### config.mk
export PLATFORM = sky130hd
export DESIGN_NAME = cplx_frac_mul
export DESIGN_NICKNAME = d
export VERILOG_FILES = /design/src/rtl/cfm_pkg.sv /design/src/rtl/cfm_prod_stage.sv /design/src/rtl/cfm_narrow.sv /design/src/rtl/cplx_frac_mul.sv
export SDC_FILE = /design/constraint.sdc
export NUM_CORES = 2
export LEC_CHECK = 0
export ABC_AREA = 1
export BUFFER_PORTS_ARGS = -buffer_cell sky130_fd_sc_hd__buf_2
export CAP_MARGIN = 10
export CORE_UTILIZATION = 50
export DETAILED_ROUTE_END_ITERATION = 10
export GPL_ROUTABILITY_DRIVEN = 0
export PLACE_DENSITY = 0.66
export SYNTH_ARGS = -nofsm -noshare
export SYNTH_HDL_FRONTEND = slang
export SYNTH_SLANG_ARGS = --single-unit
### constraint.sdc
create_clock -name clk -period 2.3 [get_ports clk]
set_clock_uncertainty 0.15 [all_clocks]
set_input_delay 0.345 -clock clk [delete_from_list [all_inputs] [get_ports clk]]
set_output_delay 0.345 -clock clk [all_outputs]
set_load 0.005 [all_outputs]
### src/rtl/cfm_pkg.sv
package cfm_pkg;

    // Default width of one signed component.
    localparam int CFM_CW = 16;

    // Width of a product sum: one bit for the subtraction, one spare bit for the doubling.
    function automatic int cfm_sum_w(input int cw);
        return 2 * cw + 2;
    endfunction

endpackage

### src/rtl/cfm_prod_stage.sv
module cfm_prod_stage #(
    parameter int CW = 16,
    localparam int SW = 2 * CW + 2
) (
    input  logic                 clk,
    input  logic                 rst_n,
    input  logic                 in_valid,
    input  logic [2*CW-1:0]      op_a,
    input  logic [2*CW-1:0]      op_b,
    output logic                 s1_valid,
    output logic signed [SW-1:0] s1_re,
    output logic signed [SW-1:0] s1_im
);

    localparam logic signed [SW-1:0] SUM_LIM = SW'(1) <<< (2 * CW - 1);

    logic signed [CW-1:0]   a_re, a_im, b_re, b_im;
    logic signed [2*CW-1:0] p_rr, p_ii, p_ri, p_ir;
    logic signed [SW-1:0]   sum_re, sum_im;

    always_comb begin
        a_re   = op_a[CW-1:0];
        a_im   = op_a[2*CW-1:CW];
        b_re   = op_b[CW-1:0];
        b_im   = op_b[2*CW-1:CW];
        p_rr   = a_re * b_re;
        p_ii   = a_im * b_im;
        p_ri   = a_re * b_im;
        p_ir   = a_im * b_re;
        sum_re = SW'(p_rr) - SW'(p_ii);
        sum_im = SW'(p_ri) + SW'(p_ir);
    end

    always_ff @(posedge clk or negedge rst_n) begin
        if (!rst_n) begin
            s1_valid <= 1'b0;
            s1_re    <= '0;
            s1_im    <= '0;
        end else begin
            s1_valid <= in_valid;
            if (in_valid) begin
                s1_re <= sum_re;
                s1_im <= sum_im;
            end
        end
    end


    sum_range_chk: assert property (@(posedge clk) disable iff (!rst_n)
        s1_valid |-> (s1_re <= SUM_LIM && s1_re >= -SUM_LIM &&
                      s1_im <= SUM_LIM && s1_im >= -SUM_LIM));

endmodule

### src/rtl/cfm_narrow.sv
module cfm_narrow #(
    parameter int CW = 16,
    parameter int SW = 2 * CW + 2
) (
    input  logic                 clk,
    input  logic                 rst_n,
    input  logic                 en,
    input  logic signed [SW-1:0] sum_in,
    output logic [CW-1:0]        q,
    output logic                 sat
);

    localparam int DW = SW + 1;
    localparam int TW = DW - CW + 1;
    localparam logic signed [DW-1:0] HALF = DW'(1) <<< (CW - 1);
    localparam logic [CW-1:0] QPOS = {1'b0, {(CW-1){1'b1}}};
    localparam logic [CW-1:0] QNEG = {1'b1, {(CW-1){1'b0}}};

    logic signed [DW-1:0] dbl, rnd, hi_full;
    logic [TW-1:0]        top_bits;
    logic                 fits;
    logic [CW-1:0]        next_q;

    always_comb begin
        dbl      = {sum_in, 1'b0};
        rnd      = dbl + HALF;
        hi_full  = rnd >>> CW;
        top_bits = hi_full[DW-1:CW-1];
        fits     = (&top_bits) || (~|top_bits);
        if (fits)
            next_q = hi_full[CW-1:0];
        else if (hi_full[DW-1])
            next_q = QNEG;
        else
            next_q = QPOS;
    end

    always_ff @(posedge clk or negedge rst_n) begin
        if (!rst_n) begin
            q   <= '0;
            sat <= 1'b0;
        end else if (en) begin
            q   <= next_q;
            sat <= !fits;
        end
    end


    sat_value_chk: assert property (@(posedge clk) disable iff (!rst_n)
        sat |-> (q == QPOS || q == QNEG));


    hold_chk: assert property (@(posedge clk) disable iff (!rst_n)
        !en |=> ($stable(q) && $stable(sat)));


    zero_sum_chk: assert property (@(posedge clk) disable iff (!rst_n)
        (en && sum_in == '0) |=> (!sat && q == '0));

endmodule

### src/rtl/cplx_frac_mul.sv
module cplx_frac_mul
    import cfm_pkg::*;
#(
    parameter int CW = CFM_CW
) (
    input  logic            clk,
    input  logic            rst_n,
    input  logic            in_valid,
    input  logic [2*CW-1:0] op_a,
    input  logic [2*CW-1:0] op_b,
    output logic            out_valid,
    output logic [2*CW-1:0] result,
    output logic            sat_re,
    output logic            sat_im
);

    localparam int SW = cfm_sum_w(CW);

    logic                 s1_valid;
    logic signed [SW-1:0] s1_sum [2];
    logic [1:0]           sat_v;

    cfm_prod_stage #(.CW(CW)) u_prod (
        .clk      (clk),
        .rst_n    (rst_n),
        .in_valid (in_valid),
        .op_a     (op_a),
        .op_b     (op_b),
        .s1_valid (s1_valid),
        .s1_re    (s1_sum[0]),
        .s1_im    (s1_sum[1])
    );

    // One narrowing unit per component: index 0 real, index 1 imaginary.
    for (genvar k = 0; k < 2; k++) begin : g_part
        cfm_narrow #(.CW(CW), .SW(SW)) u_narrow (
            .clk    (clk),
            .rst_n  (rst_n),
            .en     (s1_valid),
            .sum_in (s1_sum[k]),
            .q      (result[k*CW +: CW]),
            .sat    (sat_v[k])
        );
    end

    always_comb begin
        sat_re = sat_v[0];
        sat_im = sat_v[1];
    end

    always_ff @(posedge clk or negedge rst_n) begin
        if (!rst_n)
            out_valid <= 1'b0;
        else
            out_valid <= s1_valid;
    end


    latency_chk: assert property (@(posedge clk) disable iff (!rst_n)
        in_valid |=> ##1 out_valid);

endmodule

==> impl_metrics.ini <==
[global_route]
grt_pass1_wl_mm = 233.1
antenna_found_initial = 1
pin_count_of_the_biggest_net_entering_global_routing = 57
number_of_global_route_vias_before_repair = 41870
overflow = 0
gr-usage-all-layers_pct = 32.96

[routing]
drt-total-wl_mm = 149.2
detailedRoute.firstIterationViolations = 3224
via_count_normalized_by_instance_count = 5.115
wire_per_inst_um = 19.81
drc = 0
detail_route.first_pass.iterations = 8
antenna_left = 0
num_vias = 38510

[cts]
cts.path.max_buffers = 2
cts_max_level = 3
clock_tree_from_tritoncts = done
tritoncts_num_sinks = 74
clk_pin_slew_worst_paths_ns = 0.07
cts_buffers = 9
clockRootBuffer = clkbuf_16
clkLatencyLatePin_ns = 0.35

[worst_setup_path]
critical_path_class = in2reg
cp_slowest_stage_delay_ns = 0.60
worst_path_arrival_time_ns = 6.74
critPathRequiredTime_ns = 2.39
critical_path.top_delay_family = adder cells
ff2ff_setup_slack_ns = 0.13
crit_path_cell_trace = buf_6 -> buf_4 -> nand2_1 -> inv_1 -> fa_1 -> fa_1 -> inv_1 -> fa_1 -> inv_2 -> fa_1 -> fa_2 -> fa_2 -> fa_1 -> inv_2 -> fa_2 -> inv_2 -> ha_4 -> buf_4 -> a31oi_4 -> o21ai_0 -> a21oi_1 -> nand3_1 -> nand3_1 -> nand2_1
start_kind = primary input
worstRegToRegCells = 11
crit_path_frequent_cell = fa_1
r2r_startpoint = u_prod.s1_re[15]
critPathMaxFanout = 16
timing.critical_path.buf_inv = 8
worst_setup_path_end_kind = register
rr_endpoint = g_part[0].u_narrow.q[3]
timing.critical_path.slowest_stage_cell = fa_2

[timing]
minimum_clock_period_ns = 6.659
timing_hold_violations_final = 0
layout_worst_path_cycle_share_pct = 289.5
fmax_mhz = 150.2
fin_tns_setup_ns = -160.97
hold_ws_ns = 0.1718
final_max_slew_viol_count = 0
max_slew_margin_pct = 57.85
crit_path_setup_slack_layout_ns = -4.359
worst_slew_pin_slew_ns = 0.6316
setup_repair_after_global_routing_missed_its_margin = yes
final_number_of_setup_violating_endpoints = 38

[floorplan]
coreArea_sq_um = 90290
fp.dieArea_sq_um = 92720
io_pins = 102
starting_utilization_of_the_core_area_pct = 50.67
die_height_um = 304.5
dieWidth_um = 304.5
placementRows = 110

[yosys]
count_of_unique_library_cells_instantiated_by_yosys = 42
synth_top_flop_cell = dfrtp_1
proportion_of_register_bits_with_asynchronous_set_or_reset_after_synthesis_pct = 100.0
post_synth.cell_area_avg_sq_um = 8.045
netlist_area_sq_um = 45750
ys_ff_latch = 74
synthesis.yosys.warnings = 0
synthesis.instances = 5687
synth_edf_count = 0
synthesis.nets = 7230
synth.yosys.seq_area_share_pct = 4.047

[placement]
dp.cells = 7374
placedInstanceArea_sq_um = 53360
io_buffers = 101
detailed_place_hpwl_mm = 124.0

[final_layout]
post-route-cell-area_sq_um = 57630
layoutNonFillerInstCount = 7529
final.fill_count = 7438
number_of_nets_in_the_finished_design = 7890
post_route_cells_drive_above_1_share_pct = 23.44
flow.area_growth_from_synthesis_pct = 25.97

[min_path]
min-delay-start = in_valid
timing.hold.worst_endpoint = u_prod.s1_im[19]
whs_path_depth = 2
type_of_the_tightest_min_delay_check = in2reg

[flow_run]
cap_viol_max_count = 0

[run_status]
violations = negative setup slack
status = finished, violations left
-- Yosys cell counts (2+ instances only) --
| cell | count | area [sq um] |
|---|---|---|
| a21o_1 | 5 | 37.54 |
| nand2_4 | 2 | 22.52 |
| inv_1 | 1926 | 7229 |
| nand2_2 | 5 | 31.28 |
| nand3b_1 | 9 | 67.56 |
| nor3_2 | 4 | 40.04 |
| clkbuf_1 | 204 | 765.7 |
| o21ai_1 | 4 | 20.02 |
| nor2_2 | 2 | 12.51 |
| o31ai_1 | 3 | 22.52 |
| dfrtp_1 | 74 | 1852 |
| nand2_1 | 1357 | 5094 |
| nor3_1 | 17 | 85.08 |
| a31oi_1 | 12 | 75.07 |
| a21boi_0 | 4 | 30.03 |
| fa_1 | 1172 | 23460 |
| or2_2 | 30 | 187.7 |
| nand3_1 | 122 | 610.6 |
| inv_2 | 2 | 7.510 |
| buf_1 | 3 | 11.26 |
| o21bai_1 | 16 | 120.1 |
| ha_1 | 304 | 3804 |
| xor2_1 | 39 | 341.6 |
| o21ai_0 | 57 | 285.3 |
| nor2_1 | 181 | 679.4 |
| xnor2_1 | 20 | 175.2 |
| o21a_1 | 3 | 22.52 |
| nor4_1 | 4 | 25.02 |
| buf_4 | 3 | 22.52 |
| a21oi_1 | 71 | 355.3 |
| nand3_2 | 4 | 40.04 |
| nand4_1 | 17 | 106.4 |
| o211ai_1 | 2 | 15.01 |
-- worst reg2reg max path, delay by kind of cell, from the launching register on --
kind	cells	cell delay, ns
adders and majority gates	1	0.24
DFF	1	0.39
and+or+nand+nor	9	1.10
xor gates and xnor gates	1	0.24
-- layout by cell type (no fill, tap or decap), types with 8 or more instances in the layout --
cell type	instances
nand2_1	1269
clkbuf_16	14
a21oi_2	28
o21ai_2	15
o21ai_0	10
buf_12	100
nor2_1	115
o21bai_1	9
nand2_4	33
a21oi_4	15
nand3_1	98
buf_6	90
fa_2	91
or2_2	18
nand3b_1	9
dfrtp_1	73
nand3_2	27
inv_2	127
inv_1	1786
nand2_2	53
buf_4	590
inv_4	11
xnor2_1	16
or2_4	12
xor2_1	38
nor2_2	35
nor3_1	8
ha_4	51
nor2_4	34
fa_1	1081
a21oi_1	28
buf_8	16
nand2_8	9
o21ai_1	32
buf_2	51
nand4_1	17
nor3_2	10
ha_1	253
-- cells by family after synthesis --
| kind of cell | after synthesis | share of synthesized area, % |
|---|---|---|
| AOI/OAI and AO/OA | 179 | 2.188 |
| xor gates and xnor gates | 59 | 1.129 |
| adders and majority gates | 1476 | 59.60 |
| buffers and inverters | 2140 | 17.61 |
| DFF | 74 | 4.047 |
| and+or+nand+nor | 1759 | 15.43 |
-- worst max path at each step --
stage | start | to | slack, ns | cells past startpoint
6_report | op_a[6] | u_prod.s1_re[26] | -4.36 | 24
5_1_grt | op_a[15] | u_prod.s1_im[27] | -4.50 | 27
4_1_cts | op_b[19] | u_prod.s1_re[31] | -4.32 | 29
3_5_place_dp | op_a[15] | u_prod.s1_re[29] | -5.14 | 25
3_3_place_gp | op_a[15] | u_prod.s1_re[29] | -5.08 | 25
2_1_floorplan | op_a[31] | u_prod.s1_im[20] | -4.32 | 28
-- flip-flops by register name (all words and copies together), names as in the netlist --
name / count
out_valid: 1
u_prod.s1_valid: 1
u_prod.s1_re: 19
u_prod.s1_im: 19
g_part.u_narrow.sat: 2
g_part.u_narrow.q: 32
-- routing by layer --
layer  GRT usage (%)  vias to the layer above  share of wire (%)  wire, um
met1           42.01                    19100                 37     55570
met2           53.53                     1807                 46     68780
li1                -                    17050                  -         -
met3           5.389                      553                9.1     13540
met5               0                        -              0.013        19
met4           18.72                        2                7.6     11280
-- timing repair --
action	in CTS	in global routing
pin swaps	220	213
hold endpoints to repair	18	0
gates resized for setup	471	316
hold buffers	1	0
buffers inserted	84	49
endpoints found under the setup margin	38	63
gates cloned	6	5
-- stage by stage --
stage / setup WS (ns) / util [%]
CTS: -4.315 / 62.17
finish: -4.359 / 63.83
detailed placement: -5.142 / 59.10
global route: -4.504 / 63.83
global placement: -5.081 / 59.10
floorplan: -4.316 / -
-- cell type report --
type | count | area (sq um) | area share [%]
diodes | 1 | 2.502 | 0.004342
inverters | 1928 | 7288 | 12.65
clock buffers | 10 | 229.0 | 0.3973
flip-flops and latches | 74 | 1853 | 3.215
multi-input cells | 3473 | 38400 | 66.63
well taps | 1176 | 1471 | 2.553
clock inverters | 6 | 91.34 | 0.1585
repair buffers | 861 | 8295 | 14.39
Power is left out: the tool's default activity adds up to more than one toggle a clock period on the data nets, which glitch-free logic cannot reach.
